--- config.mk ---
export PLATFORM = sky130hd
export DESIGN_NAME = atten_ser_master
export DESIGN_NICKNAME = d
export VERILOG_FILES = /design/src/rtl/atten_ser_pkg.sv /design/src/rtl/atten_phase_timer.sv /design/src/rtl/atten_rate_gate.sv /design/src/rtl/atten_word_shifter.sv /design/src/rtl/atten_ser_master.sv
export SDC_FILE = /design/constraint.sdc
export NUM_CORES = 1
export LEC_CHECK = 0
export ABC_CLOCK_PERIOD_IN_PS = 3100
export BUFFER_PORTS_ARGS = -buffer_cell sky130_fd_sc_hd__clkbuf_2
export CAP_MARGIN = 20
export CORE_MARGIN = 2
export CORE_UTILIZATION = 55
export DETAILED_ROUTE_END_ITERATION = 10
export GPL_ROUTABILITY_DRIVEN = 0
export GPL_TIMING_DRIVEN = 0
export PLACE_DENSITY = 0.74
export SYNTH_ARGS = -nofsm -noshare
export SYNTH_HDL_FRONTEND = slang
export SYNTH_HIERARCHICAL = 1
export SYNTH_SLANG_ARGS = --single-unit
--- constraint.sdc ---
create_clock -name clk -period 3.1 [get_ports clk]
set_input_delay 0.62 -clock clk [delete_from_list [all_inputs] [get_ports clk]]
set_output_delay 0.62 -clock clk [all_outputs]
set_load 0.005 [all_outputs]
--- src/rtl/atten_ser_pkg.sv ---
package atten_ser_pkg;

  typedef enum logic [2:0] {
    ST_IDLE    = 3'd0,
    ST_LOW     = 3'd1,
    ST_HIGH    = 3'd2,
    ST_LE_WAIT = 3'd3,
    ST_LE_HIGH = 3'd4
  } xfer_state_e;

  function automatic int unsigned max2(input int unsigned a, input int unsigned b);
    return (a > b) ? a : b;
  endfunction

  // Round a nanosecond limit up to whole clock cycles, never below one.
  function automatic int unsigned ns_to_cyc(input int unsigned ns, input int unsigned per);
    return max2((ns + per - 1) / per, 1);
  endfunction

endpackage

--- src/rtl/atten_phase_timer.sv ---
module atten_phase_timer #(
  parameter int W = 4
) (
  input  logic         clk,
  input  logic         rst_n,
  input  logic         restart,
  output logic [W-1:0] count
);
  always_ff @(posedge clk or negedge rst_n) begin
    if (!rst_n)               count <= '0;
    else if (restart)         count <= '0;
    else if (count != '1)     count <= count + 1'b1;
  end
endmodule

--- src/rtl/atten_rate_gate.sv ---
module atten_rate_gate #(
  parameter int GAP_CYC = 4000
) (
  input  logic clk,
  input  logic rst_n,
  input  logic arm,
  output logic open_o
);
  localparam int GW = $clog2(GAP_CYC + 1);
  localparam logic [GW-1:0] RELOAD = GW'(GAP_CYC - 1);

  logic [GW-1:0] remain_q;

  always_ff @(posedge clk or negedge rst_n) begin
    if (!rst_n)              remain_q <= '0;
    else if (arm)            remain_q <= RELOAD;
    else if (remain_q != '0) remain_q <= remain_q - 1'b1;
  end

  assign open_o = (remain_q == '0);
endmodule

--- src/rtl/atten_word_shifter.sv ---
module atten_word_shifter #(
  parameter int W = 6
) (
  input  logic         clk,
  input  logic         rst_n,
  input  logic         load,
  input  logic [W-1:0] word,
  input  logic         shift,
  input  logic         clear,
  output logic         msb
);
  logic [W-1:0] sr_q;

  always_ff @(posedge clk or negedge rst_n) begin
    if (!rst_n)      sr_q <= '0;
    else if (clear)  sr_q <= '0;
    else if (load)   sr_q <= word;
    else if (shift)  sr_q <= {sr_q[W-2:0], 1'b0};
  end

  assign msb = sr_q[W-1];
endmodule

--- src/rtl/atten_ser_master.sv ---
module atten_ser_master
  import atten_ser_pkg::*;
#(
  parameter int CODE_W             = 5,
  parameter int CLK_PERIOD_NS      = 10,
  parameter int SCLK_MIN_PERIOD_NS = 100,
  parameter int SCLK_HIGH_NS       = 30,
  parameter int SCLK_LOW_NS        = 30,
  parameter int DATA_SETUP_NS      = 10,
  parameter int DATA_HOLD_NS       = 10,
  parameter int LE_SETUP_NS        = 10,
  parameter int LE_WIDTH_NS        = 30,
  parameter int UPDATE_PERIOD_NS   = 40000
) (
  input  logic              clk,
  input  logic              rst_n,
  input  logic              cmd_valid,
  output logic              cmd_ready,
  input  logic [CODE_W-1:0] cmd_code,
  output logic              busy,
  output logic              done,
  output logic              ser_data,
  output logic              ser_clk,
  output logic              ser_le
);
  localparam int WORD_W  = CODE_W + 1;
  localparam int HI_C    = ns_to_cyc(SCLK_HIGH_NS, CLK_PERIOD_NS);
  localparam int LO_C    = ns_to_cyc(SCLK_LOW_NS, CLK_PERIOD_NS);
  localparam int PER_C   = ns_to_cyc(SCLK_MIN_PERIOD_NS, CLK_PERIOD_NS);
  localparam int SETUP_C = ns_to_cyc(DATA_SETUP_NS, CLK_PERIOD_NS);
  localparam int HOLD_C  = ns_to_cyc(DATA_HOLD_NS, CLK_PERIOD_NS);
  localparam int LESU_C  = ns_to_cyc(LE_SETUP_NS, CLK_PERIOD_NS);
  localparam int LEW_C   = ns_to_cyc(LE_WIDTH_NS, CLK_PERIOD_NS);
  localparam int UPD_C   = ns_to_cyc(UPDATE_PERIOD_NS, CLK_PERIOD_NS);

  // Phase lengths in cycles, each the largest of the limits that bound it.
  localparam int HIGH_PH    = max2(HI_C, (PER_C + 1) / 2);
  localparam int LOW_PH     = max2(max2(LO_C, HOLD_C + SETUP_C), max2(PER_C, HIGH_PH) - HIGH_PH);
  localparam int LEWAIT_PH  = max2(LESU_C, HOLD_C);
  localparam int LEHIGH_PH  = LEW_C;
  localparam int MAX_PH     = max2(max2(HIGH_PH, LOW_PH), max2(LEWAIT_PH, LEHIGH_PH));
  localparam int CNT_W      = $clog2(MAX_PH + 1);
  localparam int IDX_W      = $clog2(WORD_W);

  localparam logic [CNT_W-1:0] HIGH_END   = CNT_W'(HIGH_PH - 1);
  localparam logic [CNT_W-1:0] LOW_END    = CNT_W'(LOW_PH - 1);
  localparam logic [CNT_W-1:0] LEWAIT_END = CNT_W'(LEWAIT_PH - 1);
  localparam logic [CNT_W-1:0] LEHIGH_END = CNT_W'(LEHIGH_PH - 1);
  localparam logic [CNT_W-1:0] SHIFT_AT   = CNT_W'(HOLD_C - 1);
  localparam logic [IDX_W-1:0] LAST_IDX   = IDX_W'(WORD_W - 1);

  xfer_state_e       state_q, state_d;
  logic [CNT_W-1:0]  ph_cnt;
  logic [IDX_W-1:0]  idx_q;
  logic              accept, gate_open, shift_now, leave_latch, moving;
  logic              clk_q, le_q, done_q;
  logic [WORD_W-1:0] word;

  assign accept      = cmd_valid && cmd_ready;
  assign word        = {1'b0, cmd_code};
  assign moving      = (state_d != state_q);
  assign leave_latch = (state_q == ST_LE_HIGH) && (ph_cnt == LEHIGH_END);
  assign shift_now   = (state_q == ST_LOW) && (idx_q != '0) && (ph_cnt == SHIFT_AT);

  always_comb begin
    state_d = state_q;
    unique case (state_q)
      ST_IDLE:    if (accept) state_d = ST_LOW;
      ST_LOW:     if (ph_cnt == LOW_END) state_d = ST_HIGH;
      ST_HIGH:    if (ph_cnt == HIGH_END)
                    state_d = (idx_q == LAST_IDX) ? ST_LE_WAIT : ST_LOW;
      ST_LE_WAIT: if (ph_cnt == LEWAIT_END) state_d = ST_LE_HIGH;
      ST_LE_HIGH: if (ph_cnt == LEHIGH_END) state_d = ST_IDLE;
      default:    state_d = ST_IDLE;
    endcase
  end

  always_ff @(posedge clk or negedge rst_n) begin
    if (!rst_n) begin
      state_q <= ST_IDLE;
      idx_q   <= '0;
      clk_q   <= 1'b0;
      le_q    <= 1'b0;
      done_q  <= 1'b0;
    end else begin
      state_q <= state_d;
      clk_q   <= (state_d == ST_HIGH);
      le_q    <= (state_d == ST_LE_HIGH);
      done_q  <= leave_latch;
      if (accept)
        idx_q <= '0;
      else if (state_q == ST_HIGH && state_d == ST_LOW)
        idx_q <= idx_q + 1'b1;
    end
  end

  atten_phase_timer #(.W(CNT_W)) u_timer (
    .clk     (clk),
    .rst_n   (rst_n),
    .restart (moving),
    .count   (ph_cnt)
  );

  atten_rate_gate #(.GAP_CYC(UPD_C)) u_gate (
    .clk    (clk),
    .rst_n  (rst_n),
    .arm    (accept),
    .open_o (gate_open)
  );

  atten_word_shifter #(.W(WORD_W)) u_shift (
    .clk   (clk),
    .rst_n (rst_n),
    .load  (accept),
    .word  (word),
    .shift (shift_now),
    .clear (leave_latch),
    .msb   (ser_data)
  );

  assign cmd_ready = (state_q == ST_IDLE) && gate_open;
  assign busy      = (state_q != ST_IDLE);
  assign done      = done_q;
  assign ser_clk   = clk_q;
  assign ser_le    = le_q;

endmodule

# --- Word level (Yosys, flattened, before mapping) ---
# Cells that the tools add are included.
word_totals:
  output_inout_bits: 6
  inputBits: 8
  wordCells: 55
  reg_bits: 30
op_classes:
  add_sub_neg: 3
  n_eq_ne: 12
  n_mux: 16
  reduce_logical: 16
op_table:
  columns: ["op", "count"]
  rows:
  - ["$mux W3", 9]
  - ["$mux W12", 2]
  - ["$mux W6", 3]
  - ["$pmux W3 S5", 1]
  - ["$eq A3 B2 Y1 const B", 4]
  - ["$eq A3 B3 Y1 const B", 4]
  - ["$logic_not A12 Y1", 1]
  - ["$reduce_bool A12 Y1", 1]
  - ["$sub A12 B1 Y12 const B", 1]
  - ["$reduce_bool A3 Y1", 3]
  - ["$add A3 B1 Y3 const B", 2]
  - ["$eq A3 B1 Y1 const B", 2]
  - ["$logic_and A1 B1 Y1", 6]
  - ["$logic_not A3 Y1", 2]
  - ["$reduce_bool A2 Y1", 3]
  - ["$ne A3 B3 Y1", 1]
  - ["$ne A3 B3 Y1 const B", 1]
  - ["$mux W2", 1]

# --- Logic depth before layout (Yosys ltp) ---
logic_depth:
  depth_word: 9
  ltp_mapped: 10
  ltp_nobuf: 10

# --- Cells and area by module ---
# The synthesis kept the hierarchy.
by_module_without_submodules:
  columns: ["module", "area_per_inst_um2", "instances", "cells_per_inst", "seq_area_each_um2"]
  rows:
  - ["atten_rate_gate", 649.4, 1, 64, 300.3]
  - ["atten_ser_master", 608.1, 1, 64, 225.2]
  - ["atten_word_shifter", 301.5, 1, 26, 150.1]
  - ["atten_phase_timer", 140.1, 1, 11, 75.1]

# --- Worst setup path before layout ---
# OpenSTA, ideal clock, no wires.
synth_timing:
  path_type: "register -> register"
  from: "reg u_gate.remain_q[0]"
  to: "reg u_gate.remain_q[5]"
  stages_incl_launch_ff: 11
  required_ns: 2.970
  setup_time_ns: 0.130
  path_slack_ns: 0.517
  n_path_buf: 0
  arrival_ns: 2.453
  cell_sequence: "dfrtp_1 -> inv_1 -> ha_1 -> nor4b_1 -> nand3b_1 -> inv_1 -> nand2_1 -> nor2_2 -> clkinv_1 -> o211ai_1 -> o41ai_1"
synth_between:
  elab_chain_cells: 4
  word_cells_on_any_way: 8
synth_rtl:
  columns: ["element", "line", "text"]
  rows:
  - ["start: declaration", "atten_rate_gate.sv:12", "logic [GW-1:0] remain_q;"]
  - ["start signal: assignment", "atten_rate_gate.sv:17", "else if (remain_q != '0) remain_q <= remain_q - 1'b1;"]
  - ["$logic_not A12 Y1 (*)", "atten_rate_gate.sv:20", "assign open_o = (remain_q == '0);"]
  - ["via gate_open", "atten_ser_master.sv:55", "logic accept, gate_open, shift_now, leave_latch, moving;"]
  - ["$logic_and A1 B1 Y1 (*)", "atten_ser_master.sv:121", "assign cmd_ready = (state_q == ST_IDLE) && gate_open;"]
  - ["$logic_and A1 B1 Y1 (*)", "atten_ser_master.sv:59", "assign accept = cmd_valid && cmd_ready;"]
  - ["via accept", "atten_ser_master.sv:55", null]
  - ["$mux W12 or $reduce_bool A2 Y1 (tied branches)", null, null]
# Mark *: on every way through the listed nets, which the timed path passes. The rest lies on a longest branch. The select of a mux whose other input is x is not followed.
# A chain may end at the register's enable or synchronous reset.

# --- Worst setup path after layout ---
layout_timing:
  from: "reg u_gate.remain_q[5]"
  to: "out cmd_ready"
layout_between:
  elab_chain_cells: 2
layout_rtl:
  columns: ["element", "line", "text"]
  rows:
  - ["$logic_not A12 Y1", "atten_rate_gate.sv:20", null]
  - ["via gate_open", "atten_ser_master.sv:55", null]
  - ["$logic_and A1 B1 Y1", "atten_ser_master.sv:121", null]
  - ["end: declaration", "atten_ser_master.sv:18", "output logic cmd_ready,"]
# The timed path passes the listed nets, and every way through them passes these cells.

==> results.md <==
### Status
- **result of the run** complete, no violations

### GRT
- **wire length of the first global-routing pass** 5.74 mm
- **maximum number of pins on one net before global-route repair** 31
- **number of antenna violations at the first check in global routing** 0
- **final global-route overflow total** 0
- **number of global-route vias before repair** 1,302
- **global router's overall resource usage** 22.1%

### Synth
- **Synth async-reset ratio** 100%
- **summed instance area of the synthesized netlist** 1700 sq um
- **cell count after synthesis** 165
- **leading register cell type out of synthesis** sky130_fd_sc_hd__dfrtp_1
- **count of synthesis-stage warnings from yosys** 6
- **Seq/Total Area, Yosys** 44.2%
- **Synth Area per Inst** 10.3 sq um
- **flip-flop and latch count after synthesis** 30
- **post-synthesis cell type count** 47
- **Synthesized Nets** 180
- **number of synthesized flops with an enable pin** 0

### Timing
- **Final Skew** 0.00514 ns
- **total setup violations reported at the end of the flow** 0
- **final critical delay including setup and external delays** 2.82 ns
- **Max Clk Rate** 354 MHz
- **Final period util** 91.0%
- **Slew @ Worst Pin** 1.03 ns
- **Max Slew Vio Count** 0
- **final hold violation count** 0
- **worst setup margin** 0.278 ns
- **worst slew margin relative to its limit** 31.0%
- **RSZ-0062 raised after global routing** no

### Die
- **placement row count** 20
- **die area** 3550 sq um
- **Boundary Pins** 14
- **core footprint** 3000 sq um
- **Die Height** 59.6 um
- **initial standard-cell utilization of the core** 56.6%
- **Die Width** 59.6 um

### Critical path
- **Worst Path Arrival** 2.20 ns
- **Worst Reg-to-Reg Cells** 8
- **Setup CP Type** flip-flop to primary output
- **Setup crit end kind** primary output
- **kind of start point of the critical path** flip-flop
- **highest net fanout along the worst path** 5
- **Crit path required time** 2.48 ns

### Power and ir drop
- **maximum vdd drop** 322 uV
- **leakage power** 0.767 nW
- **power density normalized to cell area** 341 nW/um^2

### Finish
- **ratio of cells with drive above 1 in the final layout** 23.1%
- **layout net count** 200
- **Util after Layout** 62.9%
- **layout-stage area growth over the synthesis result** 11.2%
- **Final Instance Count excl. Fillers** 219
- **Antenna diodes** 0

### Place
- **Port Buffers** 13
- **hpwl dp** 2.39 mm
- **number of placed cells counting well taps** 211
- **worst setup slack before clock tree synthesis** -0.317 ns

### Route
- **vias per inst** 5.95
- **DR pass1 iterations** 4
- **total detailed-routing wirelength** 3.33 mm
- **remaining design rule violation count** 0
- **Detail Route Antenna Nets** 0
- **Starting DRT DRC Count** 71
- **DR vias** 1,302
- **routed length per instance** 15.2 um

### Run
- **count of max-cap constraint violations** 0

### Clock network
- **TritonCTS clock tree** done
- **CTS sink cnt** 30
- **root cell of the clock tree** sky130_fd_sc_hd__clkbuf_4
- **H-tree levels** 2
- **clock buffers created by TritonCTS** 5
- **count of hold buffers inserted by post-cts repair** 0
- **Clock transition at path regs** 0.09 ns
- **clock latency on the worst-skew pair** 0.33 ns
- **Clock Path Buffers** 2

### Worst hold path
- **Hold Crit Class** input port to asynchronous set/reset pin

-- layout make-up --
| cell class | instances | area [sq um] |
|---|---|---|
| clock buffer | 7 | 55.1 |
| clock inverter | 1 | 5.00 |
| multi-input combinational | 120 | 893 |
| tap | 33 | 41.3 |
| inverter | 9 | 37.5 |
| timing repair buffer | 13 | 65.1 |
| buffer | 6 | 41.3 |
| fill | 254 | 1110 |
| sequential | 30 | 751 |
-- Yosys cell counts (all sizes together) (4+ instances only) --
master | count | share of area [%]
dfrtp | 30 | 44
nor2 | 17 | 3.9
mux2i | 10 | 5.9
inv | 8 | 1.8
nand2 | 8 | 1.8
a211oi | 7 | 3.1
ha | 7 | 5.2
nor2b | 6 | 2.2
or3 | 6 | 2.4
buf | 5 | 2.2
nand3 | 5 | 1.8
or2 | 5 | 1.8
a21oi | 4 | 1.2
o31ai | 4 | 1.8
xnor2 | 4 | 2.1
-- final timing paths --
path	startpoint	endpoint	slack (ns)
setup reg to reg	u_gate/remain_q[5]	u_gate/remain_q[5]	0.31
hold / removal	rst_n	u_shift/sr_q[3]	0.34
max in group asynchronous	rst_n	u_shift/sr_q[0]	2.28
hold reg to reg	u_gate/remain_q[0]	u_gate/remain_q[0]	0.55
min in group clk	cmd_code[0]	u_shift/sr_q[0]	0.53
setup / recovery	u_gate/remain_q[5]	cmd_ready	0.28
-- stage by stage --
step	hold WS (ns)	power, mW	TNS [ns]	area (sq um)
floorplan	0.324	0.399	0	1700
global placement	0.513	0.411	-0.0468	1810
detailed placement	0.534	0.412	-1.03	1810
CTS	0.365	0.655	0	1880
global route	0.382	0.674	0	1890
finish	0.341	0.645	0	1890
-- power by group --
part / switching, mW / internal [mW]
clock: 0.132 / 0.110
combinational: 0.00905 / 0.00309
sequential: 0 / 0.391
total: 0.141 / 0.504
-- registers in the layout, indices dropped and copies added (netlist names) --
name and count:
ser_clk 1, state_q 3, done 1, u_gate/remain_q 12
ser_le 1, u_shift/sr_q 6, u_timer/count 3, idx_q 3
-- cell families after synthesis --
kind of cell / Yosys count / share of synthesized area, %
AO/OA/AOI/OAI: 29 / 13.5
XOR/XNOR: 6 / 3.09
adder cells (fa/ha/maj): 7 / 5.15
buffers and inverters: 15 / 4.42
flip-flops: 30 / 44.2
multiplexers: 10 / 5.89
other: 1 / 0.221
AND/OR/NAND/NOR: 67 / 23.5
-- routing by layer --
layer,up-vias,wire length (um),global-route usage [%]
met1,631,1520,28.9
met5,-,0,0
met4,0,70,9.52
met3,10,143,5.68
li1,632,-,-
met2,29,1590,34.7
-- cell usage in the layout, fill, tap and decap left out, types with 4 or more instances in the layout --
cell and instances:
sky130_fd_sc_hd__dfrtp_1 30, sky130_fd_sc_hd__nor2_1 16, sky130_fd_sc_hd__clkbuf_2 13, sky130_fd_sc_hd__mux2i_1 10
sky130_fd_sc_hd__inv_1 8, sky130_fd_sc_hd__nand2_1 8, sky130_fd_sc_hd__ha_1 7, sky130_fd_sc_hd__a211oi_1 7
sky130_fd_sc_hd__nor2b_1 6, sky130_fd_sc_hd__or2_2 5, sky130_fd_sc_hd__clkbuf_4 5, sky130_fd_sc_hd__o31ai_1 4
sky130_fd_sc_hd__a21oi_1 4, sky130_fd_sc_hd__xnor2_1 4, sky130_fd_sc_hd__nand3_1 4
-- worst max-delay path, cell delays in order (launching register included) --
cell                       delay (ns)
sky130_fd_sc_hd__dfrtp_1         0.42
sky130_fd_sc_hd__or4_4           0.57
sky130_fd_sc_hd__nand3b_1        0.33
sky130_fd_sc_hd__inv_1           0.27
sky130_fd_sc_hd__inv_1           0.06
sky130_fd_sc_hd__nor2_1          0.10
sky130_fd_sc_hd__clkbuf_2        0.12
-- what timing repair did --
| action | 4_1_cts | 5_1_grt |
|---|---|---|
| hold endpoints to repair | 0 | 0 |
| gates resized for setup | 2 | 2 |
| setup endpoints to repair | 12 | 3 |
| buffers inserted | 0 | 0 |
Note: power is estimated with default switching activity, not from simulation.
